<file path="src/rtl/seqh_pkg.sv">
package seqh_pkg;
    localparam int REG_W  = 32;
    localparam int ADDR_W = 5;
    localparam int CNT_W  = 2 * REG_W;

    localparam logic [ADDR_W-1:0] OFS_STATUS = 5'h00;
    localparam logic [ADDR_W-1:0] OFS_CTRL   = 5'h04;
    localparam logic [ADDR_W-1:0] OFS_IN_LO  = 5'h08;
    localparam logic [ADDR_W-1:0] OFS_IN_HI  = 5'h0C;
    localparam logic [ADDR_W-1:0] OFS_OUT_HI = 5'h18;
    localparam logic [ADDR_W-1:0] OFS_OUT_LO = 5'h1C;

    // packed from MSB: echo is bit 4, loopback is bit 0
    typedef struct packed {
        logic echo;
        logic strip;
        logic seq_off;
        logic cnt_clr;
        logic loopback;
    } ctrl_t;

    typedef struct packed {
        logic hotplug_exp;
        logic frame_err;
        logic soft_err;
        logic hard_err;
        logic lane_up;
        logic chan_up;
    } stat_t;

    localparam int CTRL_W = $bits(ctrl_t);
    localparam int STAT_W = $bits(stat_t);
endpackage

</file>
<file path="src/rtl/seqh_rx_path.sv">
module seqh_rx_path #(
    parameter int DATA_W = 32
) (
    input  logic              clk,
    input  logic              rst_n,
    input  logic              seq_off,
    input  logic              strip,
    input  logic [DATA_W-1:0] in_tdata,
    input  logic              in_tvalid,
    input  logic              in_tlast,
    output logic              in_tready,
    output logic [DATA_W-1:0] out_tdata,
    output logic              out_tvalid,
    output logic              out_tlast,
    input  logic              out_tready,
    output logic              frame_done,
    output logic [DATA_W-1:0] last_seq
);
    typedef struct packed {
        logic              infrm;
        logic              act_strip;
        logic              act_seq;
        logic              hold_v;
        logic [DATA_W-1:0] hold;
        logic [DATA_W-1:0] seq;
    } rx_st_t;

    rx_st_t q, d;
    logic strip_now, seq_now, acc;

    always_comb begin
        strip_now = q.infrm ? q.act_strip : (strip & ~seq_off);
        seq_now   = q.infrm ? q.act_seq   : ~seq_off;

        if (strip_now) begin
            out_tvalid = q.hold_v & in_tvalid;
            out_tdata  = q.hold;
            out_tlast  = in_tlast;
            in_tready  = ~q.hold_v | out_tready;
        end else begin
            out_tvalid = in_tvalid;
            out_tdata  = in_tdata;
            out_tlast  = in_tlast;
            in_tready  = out_tready;
        end

        acc = in_tvalid & in_tready;
        d   = q;
        if (acc) begin
            if (!q.infrm) begin
                d.act_strip = strip_now;
                d.act_seq   = seq_now;
            end
            d.infrm = ~in_tlast;
            if (strip_now) begin
                if (in_tlast) begin
                    d.hold_v = 1'b0;
                end else begin
                    d.hold   = in_tdata;
                    d.hold_v = 1'b1;
                end
            end
            if (in_tlast && seq_now) begin
                d.seq = in_tdata;
            end
        end
        frame_done = acc & in_tlast;
        last_seq   = q.seq;
    end

    always_ff @(posedge clk) begin
        if (!rst_n) begin
            q <= '0;
        end else begin
            q <= d;
        end
    end
endmodule

</file>
<file path="src/rtl/seqh_tx_path.sv">
module seqh_tx_path #(
    parameter int DATA_W = 32
) (
    input  logic              clk,
    input  logic              rst_n,
    input  logic              seq_off,
    input  logic              echo,
    input  logic [DATA_W-1:0] rx_seq,
    input  logic [DATA_W-1:0] in_tdata,
    input  logic              in_tvalid,
    input  logic              in_tlast,
    output logic              in_tready,
    output logic [DATA_W-1:0] out_tdata,
    output logic              out_tvalid,
    output logic              out_tlast,
    input  logic              out_tready,
    output logic              frame_done
);
    typedef struct packed {
        logic              infrm;
        logic              act_app;
        logic              act_echo;
        logic              app_ph;
        logic [DATA_W-1:0] gen;
    } tx_st_t;

    tx_st_t q, d;
    logic app_now, echo_now;

    always_comb begin
        app_now  = q.infrm ? q.act_app  : ~seq_off;
        echo_now = q.infrm ? q.act_echo : echo;

        if (q.app_ph) begin
            out_tvalid = 1'b1;
            out_tdata  = q.act_echo ? rx_seq : q.gen;
            out_tlast  = 1'b1;
            in_tready  = 1'b0;
        end else begin
            out_tvalid = in_tvalid;
            out_tdata  = in_tdata;
            out_tlast  = in_tlast & ~app_now;
            in_tready  = out_tready;
        end

        d = q;
        if (!q.app_ph && in_tvalid && in_tready) begin
            if (!q.infrm) begin
                d.act_app  = app_now;
                d.act_echo = echo_now;
            end
            d.infrm  = ~in_tlast | app_now;
            d.app_ph = in_tlast & app_now;
        end
        if (q.app_ph && out_tready) begin
            d.app_ph = 1'b0;
            d.infrm  = 1'b0;
            if (!q.act_echo) begin
                d.gen = q.gen + DATA_W'(1);
            end
        end
        frame_done = out_tvalid & out_tready & out_tlast;
    end

    always_ff @(posedge clk) begin
        if (!rst_n) begin
            q <= '0;
        end else begin
            q <= d;
        end
    end
endmodule

</file>
<file path="src/rtl/seqh_regs.sv">
module seqh_regs
    import seqh_pkg::*;
(
    input  logic              clk,
    input  logic              rst_n,
    input  logic [ADDR_W-1:0] reg_addr,
    input  logic              reg_wen,
    input  logic [REG_W-1:0]  reg_wdata,
    output logic [REG_W-1:0]  reg_rdata,
    input  stat_t             stat_in,
    input  logic              frame_in,
    input  logic              frame_out,
    output ctrl_t             ctrl,
    output stat_t             stat_q,
    output logic [CNT_W-1:0]  cnt_in,
    output logic [CNT_W-1:0]  cnt_out
);
    typedef struct packed {
        ctrl_t             ctrl;
        stat_t             stat;
        logic [CNT_W-1:0]  cin;
        logic [CNT_W-1:0]  cout;
    } regs_st_t;

    regs_st_t q, d;
    logic ctrl_wr, clr_now;
    logic wdata_unused;

    assign wdata_unused = ^reg_wdata[REG_W-1:CTRL_W];

    always_comb begin
        ctrl_wr = reg_wen && (reg_addr == OFS_CTRL);
        clr_now = ctrl_wr && reg_wdata[1];

        d = q;
        d.stat = stat_in;
        d.ctrl.cnt_clr = 1'b0;
        if (ctrl_wr) begin
            d.ctrl = ctrl_t'(reg_wdata[CTRL_W-1:0]);
        end

        if (clr_now) begin
            d.cin  = '0;
            d.cout = '0;
        end else begin
            if (frame_in)  d.cin  = q.cin  + CNT_W'(1);
            if (frame_out) d.cout = q.cout + CNT_W'(1);
        end

        case (reg_addr)
            OFS_STATUS: reg_rdata = REG_W'(q.stat);
            OFS_CTRL:   reg_rdata = REG_W'(q.ctrl);
            OFS_IN_LO:  reg_rdata = q.cin[REG_W-1:0];
            OFS_IN_HI:  reg_rdata = q.cin[CNT_W-1:REG_W];
            OFS_OUT_HI: reg_rdata = q.cout[CNT_W-1:REG_W];
            OFS_OUT_LO: reg_rdata = q.cout[REG_W-1:0];
            default:    reg_rdata = '0;
        endcase

        ctrl    = q.ctrl;
        stat_q  = q.stat;
        cnt_in  = q.cin;
        cnt_out = q.cout;
    end

    always_ff @(posedge clk) begin
        if (!rst_n) begin
            q <= '0;
        end else begin
            q <= d;
        end
    end
endmodule

</file>
<file path="src/rtl/seq_frame_handler.sv">
module seq_frame_handler
    import seqh_pkg::*;
#(
    parameter int DATA_W = 32
) (
    input  logic              clk,
    input  logic              rst_n,
    input  logic [DATA_W-1:0] tx_in_tdata,
    input  logic              tx_in_tvalid,
    input  logic              tx_in_tlast,
    output logic              tx_in_tready,
    output logic [DATA_W-1:0] tx_out_tdata,
    output logic              tx_out_tvalid,
    output logic              tx_out_tlast,
    input  logic              tx_out_tready,
    input  logic [DATA_W-1:0] rx_in_tdata,
    input  logic              rx_in_tvalid,
    input  logic              rx_in_tlast,
    output logic              rx_in_tready,
    output logic [DATA_W-1:0] rx_out_tdata,
    output logic              rx_out_tvalid,
    output logic              rx_out_tlast,
    input  logic              rx_out_tready,
    input  logic              lnk_chan_up,
    input  logic              lnk_lane_up,
    input  logic              lnk_hard_err,
    input  logic              lnk_soft_err,
    input  logic              lnk_frame_err,
    input  logic              lnk_hotplug_exp,
    output logic              lnk_loopback,
    input  logic [ADDR_W-1:0] reg_addr,
    input  logic              reg_wen,
    input  logic [REG_W-1:0]  reg_wdata,
    output logic [REG_W-1:0]  reg_rdata
);
    ctrl_t             ctrl;
    stat_t             stat_in, stat_q;
    logic [CNT_W-1:0]  cnt_in, cnt_out;
    logic              rx_done, tx_done;
    logic [DATA_W-1:0] rx_seq;

    always_comb begin
        stat_in.chan_up     = lnk_chan_up;
        stat_in.lane_up     = lnk_lane_up;
        stat_in.hard_err    = lnk_hard_err;
        stat_in.soft_err    = lnk_soft_err;
        stat_in.frame_err   = lnk_frame_err;
        stat_in.hotplug_exp = lnk_hotplug_exp;
    end

    assign lnk_loopback = ctrl.loopback;

    seqh_rx_path #(.DATA_W(DATA_W)) u_rx (
        .clk        (clk),
        .rst_n      (rst_n),
        .seq_off    (ctrl.seq_off),
        .strip      (ctrl.strip),
        .in_tdata   (rx_in_tdata),
        .in_tvalid  (rx_in_tvalid),
        .in_tlast   (rx_in_tlast),
        .in_tready  (rx_in_tready),
        .out_tdata  (rx_out_tdata),
        .out_tvalid (rx_out_tvalid),
        .out_tlast  (rx_out_tlast),
        .out_tready (rx_out_tready),
        .frame_done (rx_done),
        .last_seq   (rx_seq)
    );

    seqh_tx_path #(.DATA_W(DATA_W)) u_tx (
        .clk        (clk),
        .rst_n      (rst_n),
        .seq_off    (ctrl.seq_off),
        .echo       (ctrl.echo),
        .rx_seq     (rx_seq),
        .in_tdata   (tx_in_tdata),
        .in_tvalid  (tx_in_tvalid),
        .in_tlast   (tx_in_tlast),
        .in_tready  (tx_in_tready),
        .out_tdata  (tx_out_tdata),
        .out_tvalid (tx_out_tvalid),
        .out_tlast  (tx_out_tlast),
        .out_tready (tx_out_tready),
        .frame_done (tx_done)
    );

    seqh_regs u_regs (
        .clk       (clk),
        .rst_n     (rst_n),
        .reg_addr  (reg_addr),
        .reg_wen   (reg_wen),
        .reg_wdata (reg_wdata),
        .reg_rdata (reg_rdata),
        .stat_in   (stat_in),
        .frame_in  (rx_done),
        .frame_out (tx_done),
        .ctrl      (ctrl),
        .stat_q    (stat_q),
        .cnt_in    (cnt_in),
        .cnt_out   (cnt_out)
    );
endmodule

</file>
<file path="config.mk">
export PLATFORM = sky130hd
export DESIGN_NAME = seq_frame_handler
export DESIGN_NICKNAME = d
export VERILOG_FILES = /design/src/rtl/seqh_pkg.sv /design/src/rtl/seqh_rx_path.sv /design/src/rtl/seqh_tx_path.sv /design/src/rtl/seqh_regs.sv /design/src/rtl/seq_frame_handler.sv
export SDC_FILE = /design/constraint.sdc
export NUM_CORES = 1
export LEC_CHECK = 0
export BUFFER_PORTS_ARGS = -buffer_cell sky130_fd_sc_hd__buf_2
export CORE_ASPECT_RATIO = 0.8
export CORE_MARGIN = 5
export CORE_UTILIZATION = 45
export CTS_CLUSTER_SIZE = 30
export DETAILED_ROUTE_END_ITERATION = 10
export PLACE_DENSITY = 0.63
export SLEW_MARGIN = 25
export SYNTH_ARGS = -nofsm -noshare
export SYNTH_HDL_FRONTEND = slang
export SYNTH_HIERARCHICAL = 1
export SYNTH_SLANG_ARGS = --single-unit
export TNS_END_PERCENT = 50
</file>
<file path="constraint.sdc">
create_clock -name clk -period 3.89 [get_ports clk]
set_clock_uncertainty 0.1 [all_clocks]
set_input_delay 0.389 -clock clk [delete_from_list [all_inputs] [get_ports clk]]
set_output_delay 0.389 -clock clk [all_outputs]
set_load 0.01 [all_outputs]
</file>
==> flow_summary.ini <==
[status]
run_status = finished, final reports clean

[setup_path]
crit_path_max_fanout = 13
cp.required_ps = 4260
criticalPathCategory = reg2reg
path_delay_family = simple AND/OR/NAND/NOR gates
end_kind = flip-flop
cp_data_arrival_time_ps = 4000
cp_cell_sequence = nor3b_1 > nor3b_1 > nor2_1 > nand4_1 > nor4_2 > nand4_1 > or4_1 > a21oi_1
slowest_stage = or4_1
critPathMaxStageDelay_ps = 650
start_kind = flip-flop
crit_buf_inv = 0

[sta]
hold_viol_final = 0
rsz0062_at_grt = false
timing.final.crit_share = 0.9347
post-route-min-period_ps = 3636
fmax_ghz = 0.2750
tightest_slew_ps = 1062
fin_tns_setup_ps = 0
maxSlewHeadroom = 0.2892
slew_violations = 0
setup_viol = 0

[pwr]
power.total_mw = 5.392
p_int_mw = 4.124
powerDensity_nw_per_um2 = 359.7
power_switching_mw = 1.269
pwr-share-comb = 0.064
p_leak_nw = 5.761
ir_worst_vdd_uv = 326.5
seq_power_share = 0.470
p_sw_frac = 0.2353
power.share.clock = 0.466

[floorplan]
coreArea_um2 = 28420
die_h_um = 162.1
die_area_um2 = 32450
io_pins = 219
initial_core_util = 0.4581
std_cell_rows = 55
die_x_um = 200.2

[hold_path]
hp-class = in2reg

[place]
portBuffers = 191
gp_congestion = 0.9002
dp_hpwl_um = 29240

[synthesis]
syn_inst = 1674
synth_top_area_cell = dfxtp_1
synth_seq_cells = 243
synth_edf_count = 0
synth_cell_types = 55
ys_seq_area_frac = 0.3737
yosys-top-cells-count = nand2_1 (303), dfxtp_1 (243), nor2_1 (131), nand3_1 (96), a21oi_1 (87)
synth.avg_cell_area_um2 = 7.777
yosysWarnings = 6
ys.flop_type = dfxtp_1
synth_area_um2 = 13020
yosysMostFrequentCell = nand2_1
synthArstFlopShare = 0
synthesis.nets = 1793
synth_top_area_share = 0.3737
synthTopCellsByArea = dfxtp_1 (37%), nand2_1 (8.7%), mux2i_1 (5.3%), nor2_1 (3.8%), nand3_1 (3.7%)

[global_routing]
grt_pass1_vias = 11150
antenna_found_initial = 0
grt_pass1_wl_um = 62180
grt_overflow = 0
gr-usage-all-layers = 0.2318
grt_max_degree = 91

[final_layout]
antenna_cells = 0
final_util = 0.5274
layout.nets = 1920
fillers = 2743
final_layout_size_suffix_gt1_frac = 0.1552
area_growth_pct = 15.14

[clock_tree]
clkTransAtPathRegs_ps = 60
cts_tree = built
clock_latency_ps = 540
cts-root-buf = clkbuf_16
htreeDepth = 1
cts_max_path_buffers = 3
clkSinkCount = 243
cts_buffers = 27

[routing]
wire_per_inst_um = 18.30
firstDrtPassIters = 6
vias = 12470
drtIter0Drc = 1379
totalWireLength_um = 40020
drc = 0
viasPerCell = 5.700
drtAntennaViolNets = 0

[run]
cap_violations = 0
[per-stage QoR]
stage / area [um^2] / cells / hold WS, ps / setup WS [ps]
after floorplan: 13020 / 1674 / 328.6 / 821.4
after global placement: 13940 / 2123 / 338.0 / 384.9
after detailed placement: 13940 / 2123 / 344.7 / 373.7
after CTS: 14980 / 2187 / 0.1487 / 328.3
after global routing: 14990 / 2187 / 5.812 / 54.44
final: 14990 / 2187 / 17.41 / 253.9
[tightest hold or removal path, cell delays in order]
cell and delay, ps:
buf_2 100, nand3_1 60, o21ai_0 70
[kinds of logic (layout without fill, tap and decap cells)]
logic type / after synthesis / in the layout / synth area share
AND/OR/NAND/NOR: 841 / 841 / 0.3220
buffers and inverters: 159 / 302 / 0.06084
XOR/XNOR: 101 / 101 / 0.06795
AO/OA/AOI/OAI: 258 / 258 / 0.1197
flip-flops: 243 / 243 / 0.3737
adder cells (fa/ha/maj): 3 / 3 / 0.002884
multiplexers: 69 / 69 / 0.05305
[routing by layer]
metal  part of all wire  GRT usage
met1               0.48     0.3600
met4              0.025    0.06068
met3              0.076    0.03673
met2               0.42     0.3315
met5                  0          0
[state kept, by name (all words and copies together) (netlist names)]
name / flops
u_tx/q: 36
u_regs/cnt_out: 64
u_regs/ctrl: 5
u_rx/last_seq: 32
u_regs/stat_q: 6
u_rx/q: 36
u_regs/cnt_in: 64
[what timing repair did]
action / 4_1_cts / 5_1_grt
hold buffers: 19 / 0
gates resized for setup: 0 / 0
hold endpoints to repair: 21 / 0
buffers inserted: 0 / 0
[power groups by stage]
| stage | clock network [mW] | registers (mW) | logic, mW |
|---|---|---|---|
| 2_1_floorplan | 0 | 2.57 | 0.196 |
| 6_report | 2.51 | 2.53 | 0.346 |
| 5_1_grt | 2.69 | 2.53 | 0.379 |
| 3_3_place_gp | 0 | 2.59 | 0.327 |
| 4_1_cts | 2.57 | 2.53 | 0.346 |
| 3_5_place_dp | 0 | 2.59 | 0.330 |
[final timing paths]
kind,from,end,slack (ps),depth (start not counted)
worst min-delay path,rx_in_tdata[28],u_rx/q[60]$_SDFFE_PN0P_,20,3
worst max-delay path,u_rx/q[67]$_SDFFE_PN0N_,u_regs/cnt_in[41]$_SDFFE_PP0P_,250,8
worst max register to register,u_rx/q[67]$_SDFFE_PN0N_,u_regs/cnt_in[41]$_SDFFE_PP0P_,250,8
worst min register to register,u_rx/q[34]$_SDFFE_PN0P_,u_rx/q[34]$_SDFFE_PN0P_,360,2
[cells in the final DEF (no fill, tap or decap), types with 19 or more instances in the layout]
master         Yosys  routed
nor4_1            38      37
a22oi_1           52      52
o21ai_0           81      81
clkbuf_16          0      27
xor2_1            52      52
xnor2_1           49      49
a21oi_1           87      86
buf_2              4     190
or3_1             51      51
nor2_1           131     131
buf_4             36      21
mux2i_1           69      69
and2_1            43      43
nand3_1           96      96
inv_1             26      26
dfxtp_1          243     241
and4_1            20      20
nand4_1           60      60
nor3_1            29      29
nand2_1          303     303
dlygate4sd3_1      0      19
[layout make-up]
class	instances	area, um^2	share of cell area
multi-input combinational	1272	7388	0.4929
sequential	243	4867	0.3247
timing repair buffer	231	1319	0.08798
clock buffer	36	749.5	0.05000
tap	370	462.9	0.03088
clock inverter	9	105.1	0.007012
inverter	26	97.59	0.006511
(Power assumes the default switching activity.)
